$ cat config.mk
export PLATFORM = sky130hd
export DESIGN_NAME = swire_tx
export DESIGN_NICKNAME = d
export VERILOG_FILES = /design/src/rtl/swire_pkg.sv /design/src/rtl/swire_sync.sv /design/src/rtl/swire_frame_buf.sv /design/src/rtl/swire_tx.sv
export SDC_FILE = /design/constraint.sdc
export NUM_CORES = 1
export LEC_CHECK = 0
export CORE_MARGIN = 5
export CORE_UTILIZATION = 55
export CTS_CLUSTER_DIAMETER = 30
export DETAILED_ROUTE_END_ITERATION = 7
export PLACE_DENSITY = 0.84
export SETUP_SLACK_MARGIN = 0.05
export SLEW_MARGIN = 20
export SYNTH_ARGS = -nofsm -noshare
export SYNTH_HDL_FRONTEND = slang
export SYNTH_SLANG_ARGS = --single-unit
$ cat constraint.sdc
create_clock -name clk -period 4.3 [get_ports clk]
set_input_delay 1.29 -clock clk [delete_from_list [all_inputs] [get_ports clk]]
set_output_delay 1.29 -clock clk [all_outputs]
set_load 0.02 [all_outputs]
$ cat src/rtl/swire_pkg.sv
package swire_pkg;

    localparam int BYTE_W = 8;

    typedef enum logic [2:0] {
        ST_LOAD = 3'd0,
        ST_IDLE = 3'd1,
        ST_VLO  = 3'd2,
        ST_VHI  = 3'd3,
        ST_TAKE = 3'd4,
        ST_DATA = 3'd5
    } tx_state_e;

    // Return-to-zero shape: a one is a short low, a zero is a long low.
    function automatic logic rz_low(input logic bit_v, input int unsigned pos,
                                    input int unsigned slot);
        int unsigned lim;
        lim = bit_v ? (slot / 4) : ((3 * slot) / 4);
        return pos < lim;
    endfunction

endpackage

$ cat src/rtl/swire_sync.sv
module swire_sync #(
    parameter int STAGES = 2
) (
    input  logic clk,
    input  logic rst_n,
    input  logic d_i,
    output logic q_o
);
    logic [STAGES-1:0] ff_q, ff_d;

    always_comb begin
        ff_d = {ff_q[STAGES-2:0], d_i};
    end

    // Resets to the released (high) level so the line reads idle.
    always_ff @(posedge clk or negedge rst_n) begin
        if (!rst_n) ff_q <= '1;
        else        ff_q <= ff_d;
    end

    assign q_o = ff_q[STAGES-1];
endmodule

$ cat src/rtl/swire_frame_buf.sv
module swire_frame_buf
    import swire_pkg::*;
#(
    parameter int DEPTH = 8,
    localparam int AW = $clog2(DEPTH)
) (
    input  logic                    clk,
    input  logic                    we_i,
    input  logic [AW-1:0]           waddr_i,
    input  logic [BYTE_W-1:0]       wdata_i,
    output logic [DEPTH*BYTE_W-1:0] flat_o
);
    logic [BYTE_W-1:0] mem_q [DEPTH];

    always_ff @(posedge clk) begin
        if (we_i) mem_q[waddr_i] <= wdata_i;
    end

    for (genvar g = 0; g < DEPTH; g++) begin : g_flat
        assign flat_o[g*BYTE_W +: BYTE_W] = mem_q[g];
    end
endmodule

$ cat src/rtl/swire_tx.sv
module swire_tx
    import swire_pkg::*;
#(
    parameter int SLOT_CLKS   = 16,
    parameter int GAP_CLKS    = 4,
    parameter int TAKE_CLKS   = 48,
    parameter int IDLE_BASE   = 64,
    parameter int PRIO_STEP   = 16,
    parameter int PRIO_W      = 3,
    parameter int MAX_BYTES   = 8,
    parameter int SYNC_STAGES = 2
) (
    input  logic              clk,
    input  logic              rst_n,
    input  logic [PRIO_W-1:0] prio_i,
    input  logic              in_valid,
    input  logic [7:0]        in_data,
    input  logic              in_last,
    output logic              in_ready,
    input  logic              line_i,
    output logic              line_pull_o,
    output logic              sent_o,
    output logic              lost_o
);
    localparam int IDX_W    = $clog2(MAX_BYTES);
    localparam int BIT_W    = IDX_W + 3;
    localparam int WAIT_MAX = IDLE_BASE + ((1 << PRIO_W) - 1) * PRIO_STEP;
    localparam int CNT_W    = $clog2(WAIT_MAX + TAKE_CLKS + SLOT_CLKS + GAP_CLKS + 1);

    typedef struct packed {
        tx_state_e              state;
        logic [CNT_W-1:0]       cnt;
        logic [BIT_W-1:0]       bitn;
        logic [IDX_W-1:0]       wr;
        logic [IDX_W-1:0]       last_idx;
        logic                   drive;
        logic [SYNC_STAGES-1:0] dly;
        logic                   done;
        logic                   lost;
    } regs_t;

    regs_t r_q, r_d;

    logic                          line_s;
    logic                          wr_en;
    logic [MAX_BYTES*BYTE_W-1:0]   frame_flat;
    logic [CNT_W-1:0]              wait_last;
    logic [BIT_W-1:0]              last_bit;
    logic                          active;
    logic                          mismatch;

    swire_sync #(.STAGES(SYNC_STAGES)) u_sync (
        .clk   (clk),
        .rst_n (rst_n),
        .d_i   (line_i),
        .q_o   (line_s)
    );

    assign wr_en = in_valid && (r_q.state == ST_LOAD);

    swire_frame_buf #(.DEPTH(MAX_BYTES)) u_buf (
        .clk     (clk),
        .we_i    (wr_en),
        .waddr_i (r_q.wr),
        .wdata_i (in_data),
        .flat_o  (frame_flat)
    );

    assign wait_last = CNT_W'(IDLE_BASE - 1) + CNT_W'(prio_i) * CNT_W'(PRIO_STEP);
    assign last_bit  = {r_q.last_idx, 3'b111};
    assign active    = (r_q.state == ST_VLO) || (r_q.state == ST_VHI) ||
                       (r_q.state == ST_TAKE) || (r_q.state == ST_DATA);
    // Released earlier (dly=0) but reading low, or pulling but reading high.
    assign mismatch  = active && (line_s == r_q.dly[SYNC_STAGES-1]);

    always_comb begin
        r_d      = r_q;
        r_d.done = 1'b0;
        r_d.lost = 1'b0;
        r_d.dly  = {r_q.dly[SYNC_STAGES-2:0], r_q.drive};

        case (r_q.state)
            ST_LOAD: begin
                if (in_valid) begin
                    if (in_last || r_q.wr == IDX_W'(MAX_BYTES - 1)) begin
                        r_d.last_idx = r_q.wr;
                        r_d.wr       = '0;
                        r_d.state    = ST_IDLE;
                        r_d.cnt      = '0;
                    end else begin
                        r_d.wr = r_q.wr + 1'b1;
                    end
                end
            end
            ST_IDLE: begin
                if (!line_s) begin
                    r_d.cnt = '0;
                end else if (r_q.cnt == wait_last) begin
                    r_d.state = ST_VLO;
                    r_d.cnt   = '0;
                end else begin
                    r_d.cnt = r_q.cnt + 1'b1;
                end
            end
            ST_VLO: begin
                if (r_q.cnt == CNT_W'(GAP_CLKS - 1)) begin
                    r_d.state = ST_VHI;
                    r_d.cnt   = '0;
                end else begin
                    r_d.cnt = r_q.cnt + 1'b1;
                end
            end
            ST_VHI: begin
                if (r_q.cnt == CNT_W'(GAP_CLKS - 1)) begin
                    r_d.state = ST_TAKE;
                    r_d.cnt   = '0;
                end else begin
                    r_d.cnt = r_q.cnt + 1'b1;
                end
            end
            ST_TAKE: begin
                if (r_q.cnt == CNT_W'(TAKE_CLKS - 1)) begin
                    r_d.state = ST_DATA;
                    r_d.cnt   = '0;
                    r_d.bitn  = '0;
                end else begin
                    r_d.cnt = r_q.cnt + 1'b1;
                end
            end
            ST_DATA: begin
                if (r_q.cnt == CNT_W'(SLOT_CLKS - 1)) begin
                    r_d.cnt = '0;
                    if (r_q.bitn == last_bit) begin
                        r_d.state = ST_LOAD;
                        r_d.done  = 1'b1;
                    end else begin
                        r_d.bitn = r_q.bitn + 1'b1;
                    end
                end else begin
                    r_d.cnt = r_q.cnt + 1'b1;
                end
            end
            default: r_d.state = ST_LOAD;
        endcase

        if (mismatch) begin
            r_d.state = ST_IDLE;
            r_d.cnt   = '0;
            r_d.bitn  = '0;
            r_d.lost  = 1'b1;
        end

        // Drive level is decoded from the next position, so the pin is a flop.
        r_d.drive = (r_d.state == ST_VLO) || (r_d.state == ST_TAKE) ||
                    ((r_d.state == ST_DATA) &&
                     rz_low(frame_flat[{r_d.bitn[BIT_W-1:3], ~r_d.bitn[2:0]}],
                            32'(r_d.cnt), SLOT_CLKS));
    end

    always_ff @(posedge clk or negedge rst_n) begin
        if (!rst_n) r_q <= '0;
        else        r_q <= r_d;
    end

    assign in_ready    = (r_q.state == ST_LOAD);
    assign line_pull_o = r_q.drive;
    assign sent_o      = r_q.done;
    assign lost_o      = r_q.lost;

    // the byte that closes a frame is followed by a busy cycle
    assert_frame_close_R7: assert property (@(posedge clk) disable iff (!rst_n)
        (in_valid && in_ready && (in_last || r_q.wr == IDX_W'(MAX_BYTES - 1)))
        |=> !in_ready);

    // a readback mismatch releases the line and flags the loss next cycle
    assert_loss_release_R9: assert property (@(posedge clk) disable iff (!rst_n)
        mismatch |=> (lost_o && !line_pull_o));

    // the verify pulse only starts after a high synchronized reading
    assert_claim_after_high_R2: assert property (@(posedge clk) disable iff (!rst_n)
        (r_q.state == ST_VLO && $past(r_q.state) == ST_IDLE) |-> $past(line_s));

    // completion leaves the line released and input open again
    assert_done_release_R8: assert property (@(posedge clk) disable iff (!rst_n)
        sent_o |-> (!line_pull_o && in_ready && !lost_o));

    // no loss is flagged from the quiet-wait state
    assert_idle_no_loss_R11: assert property (@(posedge clk) disable iff (!rst_n)
        (r_q.state == ST_IDLE && !lost_o) |=> (!lost_o || $past(active)));
endmodule

# Yosys cells after proc, flatten, opt, wreduce, memory -nomap -nowiden
# Memories as Yosys holds them, arrays and structs flattened.
# Index checks and enable logic that the tools add are counted.
# classes
n_reduce_logical	13
n_bitwise	1
muxes	31
eq_ne	15
add_sub_neg	4
order_cmp	2
# ops
operator	count
$mux W8	5
$pmux W8 S5	1
$mux W3	8
$mux W11	2
$mux W6	3
$pmux W3 S6	1
$mux W17	1
$eq A3 B3 Y1 const B	5
$pmux W6 S2	1
$eq A3 B2 Y1 const B	3
$add A6 B7 Y8 const A	1
$add A8 B1 Y8 const B	1
$eq A8 B2 Y1 const B	1
$eq A8 B4 Y1 const B	1
$eq A8 B6 Y1 const B	1
$eq A8 B8 Y1	1
$lt A8 B4 Y1	1
$lt A6 B7 Y1 const B	1
$mux W1	7
$add A6 B1 Y6 const B	1
$bmux W1 S6	1
$eq A6 B6 Y1	1
$logic_or A1 B1 Y1	6
$mux W4	1
other kinds (9)	11
# word_totals
input_bits	16
ramBits	64
regBits	30
output_inout_bits	4
n_memories	1
# memory_table
memory	depth	width	read_ports	rd_clocked_by_memory_dff	wr	line_no	source
u_buf.mem_q	8	8	8	0	1	swire_frame_buf.sv:13	logic [BYTE_W-1:0] mem_q [DEPTH];

# Longest topological paths before layout
# depth
word_depth	13
ltp_mapped	17
ltp_nobuf	15

# By module
# From an unflattened synthesis, not the netlist that was laid out.
# hier_totals
hier_cells	370
area_unflattened_um2	4570.6
# by_module_without_submodules
mod	cells_per_inst	area_each_um2	instances	seq_area_each_um2
swire_tx	296	2499.9	1	700.7
swire_frame_buf	72	2018.2	1	1921.8
swire_sync	2	52.6	1	52.6

# Least setup slack after synthesis
# OpenSTA, ideal clock, no wires.
# synth_path
path_type	in2reg
startpoint	input port prio_i[0]
endpoint	register r_q, in the netlist line_pull_o
t_arrival_ns	4.121
required_time_ns	4.223
setup_ns	0.077
stages	14
path_slack_ns	0.102
path_buffers	1
path_cell_list	inv_1 -> ha_1 -> xnor2_1 -> or3_1 -> a2111oi_2 -> o21a_1 -> buf_2 -> o21ai_0 -> a21oi_1 -> nor2_1 -> ha_1 -> a2111o_1 -> or4_1 -> a21oi_1
# synth_lines
element	line_no	source
from (decl)	swire_tx.sv:15	input logic [PRIO_W-1:0] prio_i,
to (signal assigned)	swire_tx.sv:162	else r_q <= r_d;
to (decl)	swire_tx.sv:42	regs_t r_q, r_d;

==> results.txt <==
- Outcome: finished, final reports clean
- For the worst setup path, the data required time is 4.61 ns.
- Worst-case hold path end point: u_sync.ff_q[1]
- Most common flop cell mapped by yosys: sky130_fd_sc_hd__edfxtp_1
* Die boundary height: 103 um
- Setup crit end kind: register
- Global-route wire length before repair: 18800 um
* Number of library cell types mapped by synthesis: 72
- Register share of total power: 0.537
- Total global-route track usage: 0.236
- Final RePlAce weighted congestion: 0.962
* Final max-slew violation count: 0
- The worst register-to-register path has a depth of 15.
* Post-synth top area share: 0.407
* Final Cycle Share: 0.986
- Post-synth top area cell: sky130_fd_sc_hd__edfxtp_1
* Final global-route overflow total: 0
- In this run the power density over the cells is 368 nW/um^2.
- 20 I/O pins were placed.
- The die covers 10500 sq um.
* Setup repair after global routing missed its margin: true
- Nets: 494
- Portion of total power attributed to the clock network: 0.272
* Fraction of the yosys area taken by sequential cells: 0.566
- At the worst endpoint, the arrival time is 4.55 ns.
* Input/output buffers: 19
* R2r startpoint: r_q[17]
- Number of violations reported at the end of detailed-routing iteration 0: 346
- Non-filler cells, final: 582
* Antenna Cells: 0
* Antenna Violating Nets Remaining: 0
* Average vias per placed instance: 6.50
- Cell-by-cell listing of the critical path: ha_1, and3_2, and3_1, nor3_1, o21ai_4, inv_2, buf_4, nor3_1, o311ai_1, o211ai_1, o211ai_1, ha_1, a2111o_1, or4_4, a21oi_2
* H-Tree Depth: 3
- Register-to-register path setup slack: 0.06 ns
- Post-synthesis instance area: 4720 sq um
* Class of the worst hold path: register to register
- Of the total power, the share spent switching nets is 0.307.
- In the synthesized netlist the async set-or-reset flop fraction comes to 0.319.
* Slew of the pin with the lowest slew margin: 0.777 ns
* Sink count of the clock tree: 94
* Fin. Hold Viols: 0
* Clock-pin transition on the worst setup and hold timing paths: 0.10 ns
- From synthesis to final layout, the design area changed by 19.2%.
- By area the synthesized netlist is led by sky130_fd_sc_hd__edfxtp_1, sky130_fd_sc_hd__dfrtp_1, sky130_fd_sc_hd__mux2i_1.
- Hold path depth: 0
* Die width: 103 um
* IR Drop Worst-Case VDD: 0.333 mV
- The analysis attributes to cell leakage a power of 2.21 nW.
- Synth Instances: 412
* Post-synthesis area per instance: 11.5 sq um
- Worst setup path class: register to register
- The worst pin sits at a relative slew slack of 0.480.
- Counting along the longest clock path gives a buffer depth of 2.
* Count of maximum capacitance violations: 0
- The pre-antenna-repair detailed-routing pass consisted of 5 iterations.
- Worst stage delay on the critical path: 0.43 ns
* F_max: 0.236 GHz
- Commonest cells after routing, fill and taps aside: sky130_fd_sc_hd__edfxtp_1, sky130_fd_sc_hd__buf_4, sky130_fd_sc_hd__nand2_1, sky130_fd_sc_hd__dfrtp_1, sky130_fd_sc_hd__nor2_1
- The number of antenna violations at the first check in global routing is 0.
- Setup violations remaining at the end of the flow were counted as 0.
- Clock skew on the completed layout was measured at 0.0110 ns.
- Clock tree synthesis inserted a total of 9 buffers.
* Warnings, synthesis: 0
- Routed wirelength normalized by instance count: 20.2 um
- Once placement completed, the tool counted placed cells totaling 563.
- The routed layout has 3784 vias.
* Power consumption: 2.07 mW
- Of the total power, combinational logic draws 0.191.
- Flip-flop and latch count after synthesis: 94
- For this design the total switching power over the nets is 0.635 mW.
* Mapped Nets: 434
- Minimum clock period after layout: 4.24 ns
- STA classifies the critical path startpoint as a register.
- Prior to clock tree synthesis, the placed netlist has a worst setup slack of -0.445 ns.
- Maximum number of pins on one net before global-route repair: 31
- TritonCTS built the clock tree.
* Most common cell after layout, fill and taps aside: sky130_fd_sc_hd__edfxtp_1
- Buffer cell driving the clock tree root: sky130_fd_sc_hd__clkbuf_8
- After legalization and detailed placement, the total HPWL measured 8350 um.
- The floorplan has 33 rows.
* Fraction of final layout cells with drive strength greater than 1: 0.231
* Source-to-sink clock delay at the later pin of the worst-skew pair: 0.37 ns
* Crit Reg-Reg Endpoint: line_pull_o
- Routed wire length: 11800 um
- Beginning of the worst hold path: u_sync.ff_q[0]
* # DRC: 0
* Number of synthesized flops with an enable pin: 64
- Vias in the first global route: 3680
- Area of the core region: 8300 sq um
- Initial cell density of the core: 0.569
- Post-route setup slack: 0.0614 ns
- Cell internal power was estimated by the tool at 1.44 mW.
- On the critical path, the stage with the largest delay is an instance of sky130_fd_sc_hd__dfrtp_1.
- Of all nets on the critical path, the largest fanout is 11.
==> kinds of logic (layout without fill, tap and decap cells) <==
family,after synthesis,after routing,synth area share
xor gates and xnor gates,9,9,0.0167
muxes,28,28,0.0612
and+or+nand+nor,137,137,0.149
buffers and inverters,34,99,0.0326
adders and majority gates,6,6,0.0159
AOI/OAI and AO/OA,104,104,0.158
DFF,94,94,0.566
==> power groups by stage <==
stage | combinational [mW] | clock (mW) | sequential [mW]
floorplan | 0.238 | 0 | 1.11
global placement | 0.352 | 0 | 1.12
detailed placement | 0.368 | 0 | 1.13
CTS | 0.373 | 0.566 | 1.11
global route | 0.436 | 0.609 | 1.12
finish | 0.396 | 0.564 | 1.11
==> synthesized netlist by cell type, types with 4 or more instances <==
master,instances
sky130_fd_sc_hd__or4_1,7
sky130_fd_sc_hd__a31oi_1,7
sky130_fd_sc_hd__a2111oi_0,4
sky130_fd_sc_hd__nand2_1,37
sky130_fd_sc_hd__inv_1,8
sky130_fd_sc_hd__nor2_1,27
sky130_fd_sc_hd__mux2_2,7
sky130_fd_sc_hd__xnor2_1,5
sky130_fd_sc_hd__a21oi_1,20
sky130_fd_sc_hd__xor2_1,4
sky130_fd_sc_hd__edfxtp_1,64
sky130_fd_sc_hd__o21ai_0,22
sky130_fd_sc_hd__nand2b_1,4
sky130_fd_sc_hd__nor3_1,18
sky130_fd_sc_hd__o211ai_1,7
sky130_fd_sc_hd__and3_1,5
sky130_fd_sc_hd__mux2i_1,21
sky130_fd_sc_hd__nand4_1,5
sky130_fd_sc_hd__buf_2,6
sky130_fd_sc_hd__nand3_1,10
sky130_fd_sc_hd__clkbuf_1,14
sky130_fd_sc_hd__ha_1,6
sky130_fd_sc_hd__dfrtp_1,28
sky130_fd_sc_hd__nor2b_1,4
==> worst max-delay path, delay by kind of cell, from the launching register on <==
| kind | cells | cell delay [ns] |
|---|---|---|
| AO/OA/AOI/OAI | 6 | 1.49 |
| AND/OR/NAND/NOR | 5 | 1.36 |
| adder cells (fa/ha/maj) | 2 | 0.52 |
| flip-flops | 1 | 0.43 |
| buffers and inverters | 2 | 0.40 |
==> flip-flops by register name, indices dropped and copies added, names as in the netlist <==
register and count:
r_d 1, lost_o 1, sent_o 1, u_sync.ff_q 2, line_pull_o 1, r_q 21
last_bit 3, u_buf.mem_q 64
==> cell type report <==
cell class / count / area [sq um]
repair buffers: 72 / 591
inverters: 11 / 45.0
flip-flops and latches: 94 / 2680
multi-input cells: 284 / 2000
well taps: 105 / 131
clock buffers: 9 / 124
clock inverters: 7 / 65.1
fillers: 554 / 2670
==> metrics by stage <==
| step | TNS, ns | hold WS (ns) | utilization | cell area [sq um] |
|---|---|---|---|---|
| 2_1_floorplan | 0 | 0.331 | - | 4720 |
| 3_3_place_gp | -0.327 | 0.333 | 0.640 | 5310 |
| 3_5_place_dp | -0.445 | 0.339 | 0.640 | 5310 |
| 4_1_cts | 0 | 0.363 | 0.667 | 5540 |
| 5_1_grt | -0.0659 | 0.372 | 0.678 | 5630 |
| 6_report | 0 | 0.362 | 0.678 | 5630 |
==> what timing repair did <==
action,CTS,global route
setup buffers,1,2
endpoints found under the setup margin,1,1
gates resized for setup,5,19
pin swaps,2,8
hold buffers,0,0
gates cloned,0,0
==> metal layers <==
metal | wire length [um] | global-route usage
met4 | 369 | 0.0757
met2 | 5940 | 0.412
met3 | 857 | 0.0507
met1 | 4610 | 0.294
met5 | 0 | 0
==> worst max path at each step <==
stage | startpoint | endpoint | slack [ns] | cells after the start
6_report | r_q[17] | line_pull_o | 0.06 | 15
5_1_grt | r_q[12] | line_pull_o | -0.07 | 17
4_1_cts | prio_i[1] | line_pull_o | 0.01 | 14
3_5_place_dp | prio_i[1] | line_pull_o | -0.45 | 14
3_3_place_gp | prio_i[0] | line_pull_o | -0.33 | 14
2_1_floorplan | prio_i[0] | line_pull_o | 0.10 | 14
Power figures use the tool's default switching activity.
